--- config.mk ---
export PLATFORM = sky130hd
export DESIGN_NAME = uart_irq_status
export DESIGN_NICKNAME = d
export VERILOG_FILES = /design/src/rtl/uart_irq_status.sv
export SDC_FILE = /design/constraint.sdc
export NUM_CORES = 1
export LEC_CHECK = 0
export ABC_AREA = 1
export CAP_MARGIN = 25
export CORE_AREA = 2 2 39 41
export CTS_CLUSTER_SIZE = 12
export DETAILED_ROUTE_END_ITERATION = 16
export DIE_AREA = 0 0 41 43
export DONT_BUFFER_PORTS = 1
export SKIP_LAST_GASP = 1
export SYNTH_ARGS = -nofsm -noshare
export SYNTH_HDL_FRONTEND = slang
export SYNTH_SLANG_ARGS = --single-unit
--- constraint.sdc ---
create_clock -name clk -period 1.1 [get_ports clk]
set_input_delay 0.22 -clock clk [delete_from_list [all_inputs] [get_ports clk]]
set_output_delay 0.22 -clock clk [all_outputs]
set_load 0.005 [all_outputs]
--- src/rtl/uart_irq_status.sv ---
module uart_irq_status #(
  parameter int         SRC_N      = 6,
  parameter logic       FLOW_RST_Q = 1'b1
) (
  input  logic             clk,
  input  logic             rst_n,
  input  logic             line_err,
  input  logic             rx_ready,
  input  logic             rx_timeout,
  input  logic             ev_thr_empty,
  input  logic             ev_modem,
  input  logic             ev_xon,
  input  logic             ev_xoff,
  input  logic             ev_special,
  input  logic             rx_char_done,
  input  logic             flow_sig,
  input  logic [SRC_N-1:0] src_en,
  input  logic             enh_en,
  input  logic             isr_rd,
  input  logic             fcr_wr,
  input  logic [7:0]       fcr_wdata,
  output logic [7:0]       isr_out,
  output logic             irq,
  output logic             xoff_last,
  output logic             fifo_en,
  output logic [1:0]       rx_trig,
  output logic             blk_mode,
  output logic             rx_fifo_rst
);

  localparam logic [5:0] C_LINE = 6'h06;
  localparam logic [5:0] C_RXD  = 6'h04;
  localparam logic [5:0] C_TMO  = 6'h0C;
  localparam logic [5:0] C_THR  = 6'h02;
  localparam logic [5:0] C_MSR  = 6'h00;
  localparam logic [5:0] C_XCH  = 6'h10;
  localparam logic [5:0] C_FLW  = 6'h20;
  localparam logic [5:0] C_NONE = 6'h01;

  logic thr_p, msr_p, xon_p, spc_p, flw_p, flow_q;
  logic [5:0] code;

  wire v_line = line_err   & src_en[0];
  wire v_rxd  = rx_ready   & src_en[1];
  wire v_tmo  = rx_timeout & src_en[1];
  wire v_thr  = thr_p      & src_en[2];
  wire v_msr  = msr_p      & src_en[3];
  wire v_xch  = (xon_p | spc_p) & src_en[4] & enh_en;
  wire v_flw  = flw_p      & src_en[5] & enh_en;
  wire flow_rise = flow_sig & ~flow_q;

  always_comb begin
    if      (v_line) code = C_LINE;
    else if (v_rxd)  code = C_RXD;
    else if (v_tmo)  code = C_TMO;
    else if (v_thr)  code = C_THR;
    else if (v_msr)  code = C_MSR;
    else if (v_xch)  code = C_XCH;
    else if (v_flw)  code = C_FLW;
    else             code = C_NONE;
  end

  wire rd_thr = isr_rd & (code == C_THR);
  wire rd_msr = isr_rd & (code == C_MSR);
  wire rd_xch = isr_rd & (code == C_XCH);
  wire rd_flw = isr_rd & (code == C_FLW);

  assign isr_out = {fifo_en, fifo_en, code};

  always_ff @(posedge clk or negedge rst_n) begin
    if (!rst_n) begin
      thr_p     <= 1'b0;
      msr_p     <= 1'b0;
      xon_p     <= 1'b0;
      spc_p     <= 1'b0;
      flw_p     <= 1'b0;
      flow_q    <= FLOW_RST_Q;
      xoff_last <= 1'b0;
      irq       <= 1'b0;
    end else begin
      thr_p  <= ev_thr_empty | (thr_p & ~rd_thr);
      msr_p  <= ev_modem | (msr_p & ~rd_msr);
      xon_p  <= ev_xon | ev_xoff | (xon_p & ~rd_xch);
      spc_p  <= ev_special | (spc_p & ~rd_xch & ~rx_char_done);
      flw_p  <= flow_rise | (flw_p & ~rd_flw);
      flow_q <= flow_sig;
      if (ev_xoff)     xoff_last <= 1'b1;
      else if (ev_xon) xoff_last <= 1'b0;
      irq    <= ~isr_out[0];
    end
  end

  always_ff @(posedge clk or negedge rst_n) begin
    if (!rst_n) begin
      fifo_en     <= 1'b0;
      rx_trig     <= 2'b00;
      blk_mode    <= 1'b0;
      rx_fifo_rst <= 1'b0;
    end else begin
      rx_fifo_rst <= fcr_wr & fcr_wdata[0] & fcr_wdata[1];
      if (fcr_wr) begin
        fifo_en <= fcr_wdata[0];
        if (fcr_wdata[0]) begin
          rx_trig  <= fcr_wdata[7:6];
          blk_mode <= fcr_wdata[3];
        end
      end
    end
  end

  AST_IDLE_CODE: assert property (@(posedge clk) disable iff (!rst_n)
    isr_out[0] |-> isr_out[5:0] == C_NONE);
  AST_MASK_LINE: assert property (@(posedge clk) disable iff (!rst_n)
    !src_en[0] |-> isr_out[5:0] != C_LINE);
  AST_ENH_GATE: assert property (@(posedge clk) disable iff (!rst_n)
    !enh_en |-> isr_out[5:4] == 2'b00);
  AST_RISE_ONLY: assert property (@(posedge clk) disable iff (!rst_n)
    $rose(flw_p) |-> $past(flow_sig));
  AST_FIFO_BITS: assert property (@(posedge clk) disable iff (!rst_n)
    isr_out[7] == isr_out[6]);
  AST_FCR_GATE: assert property (@(posedge clk) disable iff (!rst_n)
    (fcr_wr && !fcr_wdata[0]) |=> $stable(rx_trig) && $stable(blk_mode));
  AST_RST_ONE_SHOT: assert property (@(posedge clk) disable iff (!rst_n)
    rx_fifo_rst |=> !rx_fifo_rst);
  AST_IRQ_LAG: assert property (@(posedge clk) disable iff (!rst_n)
    !isr_out[0] |=> irq);

endmodule

==> metrics.txt, run 1 <==
Mapped Avg Cell Area=8.894 sq um; post-route antenna net violation count=0; total wire length=1364 microns; Setup Viol. Count Final=9; diode count=0; Crit Path Max Fanout=3; R2R setup slack=-0.19 ns; Synth Warn #=0; Top FF cell, synth=dfrtp_1; HPWL after detailed placement=903.8 microns; crit path launch type=flip-flop; port bufs=0; Endpoint, Worst Hold=xoff_last$_DFFE_PN0P_; Least-Margin Pin Slew=0.6080 ns; fin cells=103; Setup Skew=0.0008397 ns; DRT iter0 DRCs=1; Syn Inst Count=between 70 and 80; power density cells=roughly 1200 nW/um^2; worst hold start=ev_xoff; Final Hold Vio Count=0; RR Startpoint=spc_p$_DFF_PN0_; nets=117; Cells after DPL=89; Synth async-reset ratio=1.000; fin area=810.8 sq um; GP Congestion=0.6282; first-pass GRT wire length=2001 microns; synth cell count leaders=nand2_1 (17), dfrtp_1 (12), inv_1 (10), nor2_1 (7), nand2_2 (5); Tot Pwr=0.9763 mW; EDFF count, synth=0; TritonCTS Buffers=3; TritonCTS Sinks=13; per-cell routed wire length=13.24 microns; Clock Root Buffer=clkbuf_4; sequential share of the synthesized area=0.4962; CP max-delay cell=dfrtp_1; CP endpoint kind=output port; largest net degree at the start of global routing=14; clock slew at reported path FFs=0.07 ns; CP bufs+invs=2; Final Hold Slack=0.03695 ns; failing checks=setup timing; CP peak stage delay=~0.38 ns; grt total ovfl=0; I/O Pins=44; Yosys cell types=19; Tot GR Track Use=0.1733; routed via count=541; final worst setup slack=-0.3415 ns; FF+latch count, synth=13; RSZ-0062 raised after global routing=yes; Core Util, Final=0.5859; Die Wd=about 41 microns; placed cell areas=670.6 sq um; DRC Markers=0; first-pass detailed-route iteration total=4; drt via density=roughly 5.3; CP Data Arrival Time=approximately 1.2 ns; height of the die=43 microns; worst skew pair latency=0.27 ns; r2r worst-path depth=8; CP Class=reg2out; Synth area leaders=dfrtp_1 (46%), nand2_1 (9.7%), inv_1 (5.7%); Peak VDD IR=between 0.0006 and 0.0007 V; largest area contributor in the netlist=dfrtp_1; status=finished with violations; CORE AREA=1384 sq um; vias in the first global route=507; Yosys top cell area share=0.4563; die area=1763 sq um; Hold Path Stages=1; max-slew violation count=0; critical path's top delay family=flip-flops; max cap viols=0; layout cells sized above 1=0.4253; count leader, synth=nand2_1; initial cell density of the core=0.4756; period utilization=1.310; Post-Syn Area=658.1 sq um; fin crit period=about 1.4 ns; worst path cell trace=nor2_2 > buf_4 > nor2_4 > nand2_2 > nor2_2 > buf_4; fmax=693.7 MHz; H-tree levels=1; Mapped Nets=103; FP Rows=14; P&R area growth vs syn=23.19%; CTS tree=built; CTS Buffer Depth=2; Hold WC Path Type=in2reg; initial antenna violation count=0; Leak Pwr=0.4060 nW; data required time of the worst path=0.88 ns; R2R Path End=flw_p$_DFF_PN0_; relative slew slack=0.5933
-- what timing repair did --
item                                    4_1_cts  5_1_grt
endpoints found under the setup margin        6        8
pin swaps                                     8        8
hold buffers                                  2        0
resized for setup                             6        8
hold endpoints to repair                     14        0
buffers inserted                              4        5
-- kinds of logic after synthesis --
family	Yosys count	share of synthesized area
buf+inv	13	0.08555
mux	3	0.05133
simple gates	37	0.2909
compound gates	8	0.07605
flops	13	0.4962
-- sequential cells by signal, indices dropped and copies added (netlist names) --
register / flops
rx_trig: 2
xoff_last: 1
irq: 1
flw_p: 1
spc_p: 1
thr_p: 1
rx_fifo_rst: 1
fifo_en: 1
msr_p: 1
xon_p: 1
blk_mode: 1
flow_q: 1
-- layer usage --
metal	vias up	track usage	part of all wire	wire, microns
met3	0	0.04712	0.084	114
met4	0	0.08000	0	0
met1	256	0.2034	0.36	493
li1	256	-	-	-
met5	-	0	0	0
met2	29	0.2781	0.55	757
-- cell type report --
| cell class | instances | area, sq um |
|---|---|---|
| multi-input combinational | 48 | 309.0 |
| timing repair buffer | 11 | 87.58 |
| clock buffer | 4 | 26.28 |
| sequential | 13 | 326.6 |
| fill | 125 | 573.1 |
| inverter | 11 | 41.29 |
| tap | 16 | 20.02 |
-- placed cells by master (no fill, tap or decap), drive strengths merged --
cell / netlist / final
a21o: 2 / 2
buf: 2 / 9
clkbuf: 0 / 4
dfrtp: 12 / 12
dfstp: 1 / 1
dlygate4sd3: 0 / 2
inv: 11 / 11
mux2: 3 / 3
nand2: 22 / 22
nand3: 2 / 2
nand4: 1 / 1
nor2: 12 / 12
o211ai: 1 / 1
o21ai: 4 / 4
o31ai: 1 / 1
-- how the worst max path moves through the flow --
stage / startpoint / to / slack [ns] / cells after the start
3_5_place_dp: spc_p$_DFF_PN0_ / isr_out[0] / -0.06 / 5
4_1_cts: xon_p$_DFF_PN0_ / isr_out[4] / -0.32 / 6
5_1_grt: flw_p$_DFF_PN0_ / isr_out[5] / -0.41 / 6
6_report: xon_p$_DFF_PN0_ / isr_out[4] / -0.34 / 6
2_1_floorplan: spc_p$_DFF_PN0_ / isr_out[0] / 0.03 / 5
3_3_place_gp: spc_p$_DFF_PN0_ / isr_out[0] / -0.04 / 5
-- power by group --
| part | total (mW) | switching (mW) | leakage (nW) | internal [mW] |
|---|---|---|---|---|
| Clock | 0.285 | 0.145 | 0.0150 | 0.140 |
| Sequential | 0.541 | 0.0265 | 0.139 | 0.514 |
| Combinational | 0.151 | 0.0841 | 0.252 | 0.0665 |
-- metrics by stage --
stage | worst slack, ns | setup TNS [ns]
floorplan | 0.02903 | 0
global placement | -0.03747 | -0.03747
detailed placement | -0.06463 | -0.06463
CTS | -0.3192 | -1.456
global route | -0.4083 | -2.193
finish | -0.3415 | -1.558
(Power assumes the default switching activity.)
==> inputs of run 2 (changes only) <==
Settings changed: PLACE_DENSITY set to 0.75.
==> metrics.txt, run 2 (synthesis results as in run 1) <==
FP Rows=14 (unchanged); CTS tree=built; Die Wd=41 microns (unchanged); data required time of the worst path=0.88 ns (about the same); max-slew violation count=0 (unchanged); RSZ-0062 raised after global routing=yes; Final Hold Vio Count=0 (unchanged); DRC Markers=0 (unchanged); Cells after DPL=89 (unchanged); routed via count=503 (-7.0%); CP endpoint kind=output port; largest net degree at the start of global routing=14 (unchanged); height of the die=43 microns (unchanged); power density cells=1221 nW/um^2 (+1.4%); area of the multi-input gates=301.5 sq um (-2.4%); Leak Pwr=0.3852 nW (-5.1%); nets=114 (-2.6%); Setup Viol. Count Final=8 (-1); per-cell routed wire length=11.73 microns (-11%); initial cell density of the core=0.4756 (unchanged); CP Class=reg2out; DRT iter0 DRCs=4 (+3); max cap viols=0 (unchanged); CP Data Arrival Time=1.20 ns (-0.02 ns); P&R area growth vs syn=18.63%; Setup Skew=0.001134 ns (+0.0002940 ns); Least-Margin Pin Slew=0.5610 ns (-0.04694 ns); fin crit period=1.417 ns (-0.02486 ns); port bufs=0 (unchanged); Reg area=326.6 sq um (unchanged); CORE AREA=1384 sq um (unchanged); fmax=705.9 MHz (+1.8%); Hold WC Path Type=in2reg; TritonCTS Buffers=3 (unchanged); vias in the first global route=503 (-0.79%); diode count=0 (unchanged); Clock Root Buffer=clkbuf_4; fin area=780.7 sq um (-3.7%); Filler cells=134 (+7.2%); fin cells=100 (-2.9%); Tot GR Track Use=0.1523 (-0.02100); first-pass detailed-route iteration total=4 (unchanged); total wire length=1173 microns (-14%); most frequent cells in the layout=nand2_1 (12), dfrtp_1 (12), nand2_2 (10); relative slew slack=0.6247 (+0.03140); layout cells sized above 1=0.3571 (-0.06814); grt total ovfl=0 (unchanged); post-route antenna net violation count=0 (unchanged); largest reg by FF count=rx_trig; worst skew pair latency=0.26 ns (about the same); crit path launch type=flip-flop; TritonCTS Sinks=13 (unchanged); CTS Buffer Depth=2 (unchanged); setup total negative slack=-1.129 ns (+0.4289 ns); max reg flops=2 (unchanged); period utilization=1.288 (-0.02260); initial antenna violation count=0 (unchanged); placed cell areas=670.6 sq um (unchanged); failing checks=setup timing; final worst setup slack=-0.3167 ns (+0.02486 ns); drt via density=5.030 (-4.2%); H-tree levels=1 (unchanged); die area=1763 sq um (unchanged); I/O Pins=44 (unchanged); first-pass GRT wire length=1752 microns (-12%); GP Congestion=0.5888 (-6.3%); HPWL after detailed placement=909 microns (+0.58%); Peak VDD IR=0.0007543 V (+13%); Crit Path Max Fanout=3 (unchanged); clock slew at reported path FFs=0.07 ns (about the same); status=finished with violations
==> run 2: cell count changes in the layout (fill, tap and decap cells not counted), sizes merged <==
cell and change:
buf -3
==> run 2: worst paths after layout <==
kind | startpoint | to | slack [ns] | depth (start not counted)
worst max-delay path | spc_p$_DFF_PN0_ | isr_out[4] | -0.32 | 6
worst min-delay path | ev_xoff | xoff_last$_DFFE_PN0P_ | 0.05 | 1
worst max register to register | spc_p$_DFF_PN0_ | flw_p$_DFF_PN0_ | -0.15 | 8
worst min register to register | flow_q$_DFF_PN1_ | flw_p$_DFF_PN0_ | 0.50 | 1
max in group asynchronous | rst_n | flow_q$_DFF_PN1_ | 0.35 | 1
min in group asynchronous | rst_n | fifo_en$_DFFE_PN0P_ | 0.39 | 1
==> run 2: power breakdown <==
group	internal, mW	leakage [nW]	switching (mW)
Sequential	0.514	0.139	0.0274
Clock	0.140	0.0150	0.133
Combinational	0.0602	0.231	0.0782
Total	0.715	0.385	0.239
==> run 2: routing by layer <==
metal  GRT usage  share of wire  up-vias  wire length, microns
li1            -              -      249                     -
met1      0.1571           0.36      231                   420
met2      0.2469           0.55       21                   640
met3     0.04712          0.087        2                   102
met4      0.1000         0.0077        0                     9
met5           0              0        -                     0
==> run 2: timing repair <==
item | CTS | global route
cloned | 0 | 0
buffers inserted | 3 | 2
hold buffers | 2 | 0
setup endpoints to repair | 5 | 8
pin swaps | 4 | 7
resized for setup | 2 | 8
hold endpoints to repair | 14 | 0
==> run 2: per-stage QoR <==
stage          power [mW]  hold slack (ns)  worst slack (ns)    util
3_3_place_gp       0.6540         -0.07537          -0.04114  0.4846
6_report           0.9537          0.04939           -0.3167  0.5642
3_5_place_dp       0.6590         -0.07544          -0.05152  0.4846
4_1_cts            0.9530          0.04398           -0.3052  0.5362
5_1_grt             1.004          0.03596           -0.3785  0.5642
2_1_floorplan      0.6464         -0.07559           0.02903       -
==> run 2: area by class of cell <==
cell class,count,share of cell area
inverters,11,0.05288
clock buffers,4,0.03365
repair buffers,8,0.08333
well taps,16,0.02564
flip-flops and latches,13,0.4183
multi-input cells,48,0.3862
==> run 2: critical path: stages (launching register included) <==
cell	delay, ns
dfrtp_1	0.36
nor2_2	0.05
buf_4	0.13
nor2_4	0.10
nand2_2	0.07
nor2_4	0.10
buf_4	0.12
